==> src/rtl/mdb_pkg.sv <==
package mdb_pkg;

    typedef enum logic [1:0] {
        SRC_OWN     = 2'd0,
        SRC_PEER    = 2'd1,
        SRC_EXT     = 2'd2,
        SRC_OWN_ALT = 2'd3
    } ref_src_e;

    typedef struct packed {
        logic     en;
        ref_src_e src;
        logic     inv;
        logic     and_mode;
    } chan_mode_t;

    // Merge the PWM input with the blocking mask.
    function automatic logic merge_mask(logic and_mode, logic pwm, logic blk);
        return and_mode ? (pwm & ~blk) : (pwm | blk);
    endfunction

    function automatic int sel_width(int n);
        return (n > 1) ? $clog2(n) : 1;
    endfunction

endpackage

==> src/rtl/mdb_ref_mux.sv <==
module mdb_ref_mux
    import mdb_pkg::*;
#(
    parameter int N_EXT = 4,
    parameter int EXT_W = sel_width(N_EXT)
) (
    input  logic             own_i,
    input  logic             peer_i,
    input  logic [N_EXT-1:0] ext_i,
    input  ref_src_e         src_i,
    input  logic [EXT_W-1:0] ext_sel_i,
    input  logic             inv_i,
    output logic             ref_o
);

    logic ext_pick;
    logic raw_ref;

    always_comb begin
        ext_pick = 1'b0;
        for (int k = 0; k < N_EXT; k++) begin
            if (ext_sel_i == EXT_W'(k)) begin
                ext_pick = ext_i[k];
            end
        end
    end

    always_comb begin
        unique case (src_i)
            SRC_PEER: raw_ref = peer_i;
            SRC_EXT:  raw_ref = ext_pick;
            default:  raw_ref = own_i;
        endcase
    end

    assign ref_o = raw_ref ^ inv_i;

endmodule

==> src/rtl/mdb_stretch.sv <==
module mdb_stretch #(
    parameter int DLY_W = 16
) (
    input  logic             clk,
    input  logic             rst,
    input  logic             ref_i,
    input  logic [DLY_W-1:0] delay_i,
    output logic             blk_o
);

    logic             ref_q;
    logic [DLY_W-1:0] cnt_q;
    logic             fall;
    logic             dly_nz;
    logic             cnt_nz;

    assign fall   = ref_q & ~ref_i;
    assign dly_nz = (delay_i != '0);
    assign cnt_nz = (cnt_q != '0);

    // High on the reference, on the falling-edge cycle, and while counting.
    assign blk_o = ref_i | cnt_nz | (fall & dly_nz);

    always_ff @(posedge clk) begin
        if (rst) begin
            ref_q <= 1'b0;
            cnt_q <= '0;
        end else begin
            ref_q <= ref_i;
            if (fall) begin
                cnt_q <= dly_nz ? (delay_i - DLY_W'(1)) : '0;
            end else if (cnt_nz) begin
                cnt_q <= cnt_q - DLY_W'(1);
            end
        end
    end

endmodule

==> src/rtl/mdb_out_stage.sv <==
module mdb_out_stage
    import mdb_pkg::*;
(
    input  logic       clk,
    input  logic       rst,
    input  chan_mode_t mode_i,
    input  logic       pwm_i,
    input  logic       blk_i,
    output logic       out_o
);

    logic nxt;

    always_comb begin
        if (mode_i.en) begin
            nxt = merge_mask(mode_i.and_mode, pwm_i, blk_i);
        end else begin
            nxt = pwm_i;
        end
    end

    always_ff @(posedge clk) begin
        if (rst) begin
            out_o <= 1'b0;
        end else begin
            out_o <= nxt;
        end
    end

endmodule

==> src/rtl/mdb_edge_block.sv <==
module mdb_edge_block
    import mdb_pkg::*;
#(
    parameter int N_EXT = 4,
    parameter int DLY_W = 16,
    localparam int EXT_W = sel_width(N_EXT)
) (
    input  logic             clk,
    input  logic             rst,
    input  logic             a_in,
    input  logic             b_in,
    input  logic [N_EXT-1:0] ext_in,
    input  logic             a_en,
    input  logic [1:0]       a_ref_sel,
    input  logic [EXT_W-1:0] a_ext_sel,
    input  logic             a_invert,
    input  logic             a_and_mode,
    input  logic [DLY_W-1:0] a_delay,
    input  logic             b_en,
    input  logic [1:0]       b_ref_sel,
    input  logic [EXT_W-1:0] b_ext_sel,
    input  logic             b_invert,
    input  logic             b_and_mode,
    input  logic [DLY_W-1:0] b_delay,
    output logic             a_out,
    output logic             b_out
);

    localparam int N_CH = 2;

    logic [N_CH-1:0] pwm;
    logic [N_CH-1:0] ref_w;
    logic [N_CH-1:0] blk_w;
    logic [N_CH-1:0] out_w;
    chan_mode_t       mode  [N_CH];
    logic [DLY_W-1:0] dly   [N_CH];
    logic [EXT_W-1:0] esel  [N_CH];

    assign pwm = {b_in, a_in};

    assign mode[0] = '{en: a_en, src: ref_src_e'(a_ref_sel),
                       inv: a_invert, and_mode: a_and_mode};
    assign mode[1] = '{en: b_en, src: ref_src_e'(b_ref_sel),
                       inv: b_invert, and_mode: b_and_mode};
    assign dly[0]  = a_delay;
    assign dly[1]  = b_delay;
    assign esel[0] = a_ext_sel;
    assign esel[1] = b_ext_sel;

    for (genvar c = 0; c < N_CH; c++) begin : g_ch
        mdb_ref_mux #(
            .N_EXT (N_EXT),
            .EXT_W (EXT_W)
        ) u_mux (
            .own_i     (pwm[c]),
            .peer_i    (pwm[N_CH-1-c]),
            .ext_i     (ext_in),
            .src_i     (mode[c].src),
            .ext_sel_i (esel[c]),
            .inv_i     (mode[c].inv),
            .ref_o     (ref_w[c])
        );

        mdb_stretch #(
            .DLY_W (DLY_W)
        ) u_str (
            .clk     (clk),
            .rst     (rst),
            .ref_i   (ref_w[c]),
            .delay_i (dly[c]),
            .blk_o   (blk_w[c])
        );

        mdb_out_stage u_out (
            .clk    (clk),
            .rst    (rst),
            .mode_i (mode[c]),
            .pwm_i  (pwm[c]),
            .blk_i  (blk_w[c]),
            .out_o  (out_w[c])
        );
    end

    assign a_out = out_w[0];
    assign b_out = out_w[1];

endmodule

==> config.mk <==
export PLATFORM = sky130hd
export DESIGN_NAME = mdb_edge_block
export DESIGN_NICKNAME = d
export VERILOG_FILES = /design/src/rtl/mdb_pkg.sv /design/src/rtl/mdb_ref_mux.sv /design/src/rtl/mdb_stretch.sv /design/src/rtl/mdb_out_stage.sv /design/src/rtl/mdb_edge_block.sv
export SDC_FILE = /design/constraint.sdc
export NUM_CORES = 1
export LEC_CHECK = 0
export ABC_AREA = 1
export BUFFER_PORTS_ARGS = -buffer_cell sky130_fd_sc_hd__buf_2
export CAP_MARGIN = 20
export CORE_MARGIN = 5
export CORE_UTILIZATION = 55
export CTS_CLUSTER_SIZE = 20
export DETAILED_ROUTE_END_ITERATION = 10
export PLACE_DENSITY = 0.85
export REMOVE_ABC_BUFFERS = 1
export SLEW_MARGIN = 20
export SYNTH_ARGS = -nofsm -noshare
export SYNTH_HDL_FRONTEND = slang
export SYNTH_SLANG_ARGS = --single-unit
==> constraint.sdc <==
create_clock -name clk -period 5.14 [get_ports clk]
set_input_delay 0.514 -clock clk [delete_from_list [all_inputs] [get_ports clk]]
set_output_delay 0.514 -clock clk [all_outputs]
set_load 0.005 [all_outputs]
# == Yosys cells after proc, flatten, opt, wreduce, memory -nomap -nowiden ==
# Cells that the tools add are included.
# W data, S select, Z words.
# totals
register_bits,36
input_bits,54
out_inout_bits,2
word_cells,66
# op_classes
add_sub_neg,4
n_eq_ne,10
n_mux,20
bitwise_logic,18
reduce_logical,8
# op_table
cell,count
$mux W16,6
$reduce_bool A16 Y1,4
$sub A16 B1 Y16 const B,4
$eq A2 B2 Y1 const B,6
$mux W1,12
$eq A2 B1 Y1 const B,4
$and A1 B1 Y1,6
$or A1 B1 Y1,6
$logic_not A2 Y1,2
$not A1 Y1,4
$pmux W1 S2,2
$reduce_bool A2 Y1,2
$xor A1 B1 Y1,2

# == Depth between registers and ports, before layout ==
# depth
ltp_word,15
depth_mapped,15
depth_no_buf,15

# == Hierarchy ==
# From an unflattened synthesis, not the netlist that was laid out.
# unflattened
hier_cells,620
area_unflattened_um2,3484.6
# by_module_without_submodules
mod,n_inst,cells_per_inst,area_per_inst_um2,seq_area_each_um2
mdb_stretch at g_ch[1].u_str,1,278,1576.5,340.3
mdb_stretch at g_ch[0].u_str,1,276,1572.8,340.3
mdb_ref_mux,2,27,126.4,0.0
mdb_out_stage,2,6,41.3,20.0

# == Worst setup path after synthesis ==
# No wires, ideal clock.
# synth_timing
kind,input-to-reg
start,input port a_ref_sel[0]
end,register g_ch[0].u_str.cnt_q[3]
setup_ps,66
t_arrival_ps,1757
required_time_ps,5074
setup_slack_ps,3317
stages,12
n_path_buf,1
path_cell_list,inv_1 -> ha_1 -> a21oi_1 -> nand2_2 -> nand2_1 -> nand2_2 -> nand2_4 -> nand2_4 -> nor2_4 -> buf_12 -> nand2_2 -> a21oi_2
# synth_via
elab_chain_cells,6
word_cells_on_any_way,8
cone_classes,2 x eq/ne; 2 x mux; 3 x bitwise; 1 x reduce/logical
# synth_rtl
element,line,rtl
from (decl),mdb_edge_block.sv:14,"input logic [1:0] a_ref_sel,"
$eq A2 B2 Y1 or $eq A2 B1 Y1 (tied branches),mdb_ref_mux.sv:29,unique case (src_i)
$pmux W1 S2 *,mdb_ref_mux.sv:29,
$xor A1 B1 Y1 *,mdb_ref_mux.sv:36,assign ref_o = raw_ref ^ inv_i;
$not A1 Y1 *,mdb_stretch.sv:17,assign fall = ref_q & ~ref_i;
$and A1 B1 Y1 *,mdb_stretch.sv:17,
$mux W16 or $reduce_bool A2 Y1 (tied branches),--,
to (signal assigned),mdb_stretch.sv:31,cnt_q <= dly_nz ? (delay_i - DLY_W'(1)) : '0;
to (signal assigned),mdb_stretch.sv:33,cnt_q <= cnt_q - DLY_W'(1);
to (decl),mdb_stretch.sv:12,logic [DLY_W-1:0] cnt_q;
# Every way passes the cells marked *; elsewhere a longest branch is shown, timed or not.
# A chain may end at the register's enable or synchronous reset.

# == Final worst setup path ==
# layout_timing
start,register g_ch[1].u_str.cnt_q[0]
end,register g_ch[1].u_str.cnt_q[14]
# layout_via
elab_chain_cells,3
word_cells_on_any_way,5
cone_classes,1 x add/sub; 2 x mux; 2 x reduce/logical
# layout_rtl
element,line,rtl
from (decl),mdb_stretch.sv:12,
from (signal assigned),mdb_stretch.sv:31,
from (signal assigned),mdb_stretch.sv:33,
$sub A16 B1 Y16,mdb_stretch.sv:33,
$mux W16,mdb_stretch.sv:32,end else if (cnt_nz) begin
$mux W16,mdb_stretch.sv:30,if (fall) begin
# Parallel ways exist; a longest one is shown, timed or not. The select of a mux whose other input is x is not followed.

==> flow_summary.yaml <==
placed_design:
  io_buffers: 55
  dpl_worst_slack_ns: 2.81
  place_congestion: 0.915
  dp.cells: 586
  dpl.hpwl_mm: 5.70
  place_area_sq_um: 3480
cts:
  cts_buffers: 5
  cts.path.max_buffers: 2
  cts_tree: "done"
  cts.clk_slew.worst_paths_ns: 0.07
  post_cts_resized: 0
  cts.root.buffer_cell: "clkbuf_8"
  cts.sinks: 36
  htreeDepth: 2
  hold_buffers: 0
  clock_latency_ns: 0.29
  cts_setup_buffers: 0
layout:
  seqCellArea_sq_um: 721
  fin_cells: 594
  fin_util_pct: 64.2
  antenna_cells: 0
  drive_gt1_share_pct: 29.1
  nFillCells: 502
  syn_to_final_growth_pct: 12.2
  multiInputGateArea_sq_um: 2120
  finalInstanceArea_sq_um: 3580
  num-nets-final: 583
die:
  die_area_sq_um: 7420
  ios: 56
  die_w_microns: 86.1
  die_h_microns: 86.1
  core_sq_um: 5570
  initial_utilization_pct: 57.2
  rows: 27
sta:
  setup-violations-final: 0
  skew_ns: 0.00227
  slew_headroom_pct: 69.2
  drv_slew: 0
  worst_pin_slew_ns: 0.459
  clock.fmax_ghz: 0.487
  setup_ws_ns: 3.08
  setup_tns_ns: 0
  min_period_ns: 2.06
  hold_viol: 0
  rsz0062_at_grt: "false"
  whs_ns: 0.431
  min_period_over_period_pct: 40.0
hold_path:
  hold_path_class: "in2reg"
outcome:
  run_status: "finished clean"
critical_path:
  end_kind: "register"
  cp-start-kind: "register"
  critPathArrivalTime_ns: 2.22
  path_class: "reg2reg"
  crit_required_ns: 5.31
  reg2reg_setup_slack_ns: 3.08
  path_max_fanout: 13
routing:
  firstDrtPassIters: 4
  wl_per_cell_microns: 11.8
  num_vias: 2981
  drcViolationCount: 0
  finalWirelength_mm: 7.00
  vias_per_cell: 5.02
  antenna_left: 0
  drt_iter0_drc: 182
global_routing:
  grt_pass1_vias: 2983
  grt.total_usage_pct: 19.7
  grt_max_degree: 20
  grt_pass1_wl_mm: 12.1
  grt_overflow_total: 0
  antenna_found_initial: 0
pwr:
  power_leakage_nw: 1.69
  pwr_density_cell_nw_per_um2: 473
  total_power_mw: 1.69
  peakVddDrop_mv: 0.249
synthesis:
  ys_ff_latch: 36
  syn_area_per_cell_sq_um: 6.85
  synthArstFlopShare_pct: 0
  synth_seq_area_share_pct: 22.6
  ys_warn_count: 0
  synth_cells: 465
  yosysTopAreaCellShare_pct: 22.6
  syn_area_sq_um: 3190
  synth-edff-count: 0
  synth_top_area_cell: "dfxtp_1"
  ys.flop_type: "dfxtp_1"
  synth_cell_types: 38
  synth_area_leaders: "dfxtp_1 (23%), xor2_1 (9.1%), nand2_1 (8.7%)"
flow_run:
  max_cap_violations: 0
[sequential cells by signal, indices dropped and copies added, names as in the netlist]
signal / flops
g_ch.u_str.cnt_q: 32
g_ch.u_str.ref_q: 2
g_ch.u_out.out_o: 2
[metal layers]
| metal | vias up | GRT usage [%] | routed length [microns] |
|---|---|---|---|
| met2 | 56 | 37.0 | 3730 |
| met5 | - | 0 | 0 |
| met4 | 0 | 7.48 | 79 |
| li1 | 1582 | - | - |
| met3 | 11 | 2.98 | 254 |
| met1 | 1332 | 22.1 | 2930 |
[cells by family (layout without fill, tap and decap cells)]
kind of cell	Yosys count	after routing	synth area share (%)
AND/OR/NAND/NOR	235	235	38.0
buffers and inverters	79	136	10.8
AO/OA/AOI/OAI	63	63	13.2
XOR/XNOR	44	44	12.3
flip-flops	36	36	22.6
adder cells (fa/ha/maj)	8	8	3.14
[area by class of cell]
class	instances	area share, %
Timing Repair Buffer	55	7.69
Clock buffer	7	2.41
Multi-Input combinational cell	350	59.4
Inverter	73	7.66
Tap cell	72	2.52
Sequential cell	36	20.1
Clock inverter	1	0.210
[synthesized netlist by cell type, types with 5 or more instances]
| cell type | count |
|---|---|
| nor2_1 | 57 |
| nand3_1 | 28 |
| nor2_2 | 10 |
| o21ai_0 | 24 |
| xor2_1 | 33 |
| nor2_4 | 5 |
| xnor2_1 | 10 |
| ha_1 | 8 |
| dfxtp_1 | 36 |
| a21oi_1 | 9 |
| inv_1 | 69 |
| nand4_1 | 8 |
| a21oi_2 | 25 |
| nand2_2 | 30 |
| nand2_1 | 74 |
[power breakdown]
group / leakage [nW] / internal, mW / switching (mW)
Sequential: 0.297 / 0.390 / 0.0948
Clock: 0.0445 / 0.109 / 0.106
Combinational: 1.35 / 0.379 / 0.613
Total: 1.69 / 0.879 / 0.813
[critical path, stage by stage, from the launching register on]
cell and delay (ns):
dfxtp_1 0.36, inv_1 0.11, ha_1 0.18, inv_1 0.05
nor2_2 0.09, nand2_1 0.14, inv_2 0.09, nand4_1 0.11
nor4_2 0.27, nand2_2 0.13, nand2_2 0.32, a21oi_1 0.07
[path summary, 6_finish.rpt]
check                                                         start                                   end  depth (start not counted)
worst min register to register  g_ch[0].u_str.cnt_q[0]$_SDFFE_PP0P_   g_ch[0].u_str.cnt_q[0]$_SDFFE_PP0P_                          2
worst min-delay path                                            rst  g_ch[1].u_str.cnt_q[13]$_SDFFE_PP0P_                          2
worst max-delay path            g_ch[1].u_str.cnt_q[0]$_SDFFE_PP0P_  g_ch[1].u_str.cnt_q[14]$_SDFFE_PP0P_                         11
worst max register to register  g_ch[1].u_str.cnt_q[0]$_SDFFE_PP0P_  g_ch[1].u_str.cnt_q[14]$_SDFFE_PP0P_                         11
[cells in the final DEF, fill, tap and decap left out, types with 24 or more instances in the layout]
master   netlist  routed
o21ai_0       24      24
buf_2          0      55
inv_1         69      69
nor2_1        57      57
a21oi_2       25      25
dfxtp_1       36      36
nand2_1       74      74
nand2_2       30      30
xor2_1        33      33
nand3_1       28      28
No activity file was read; power rests on OpenSTA's default activity.
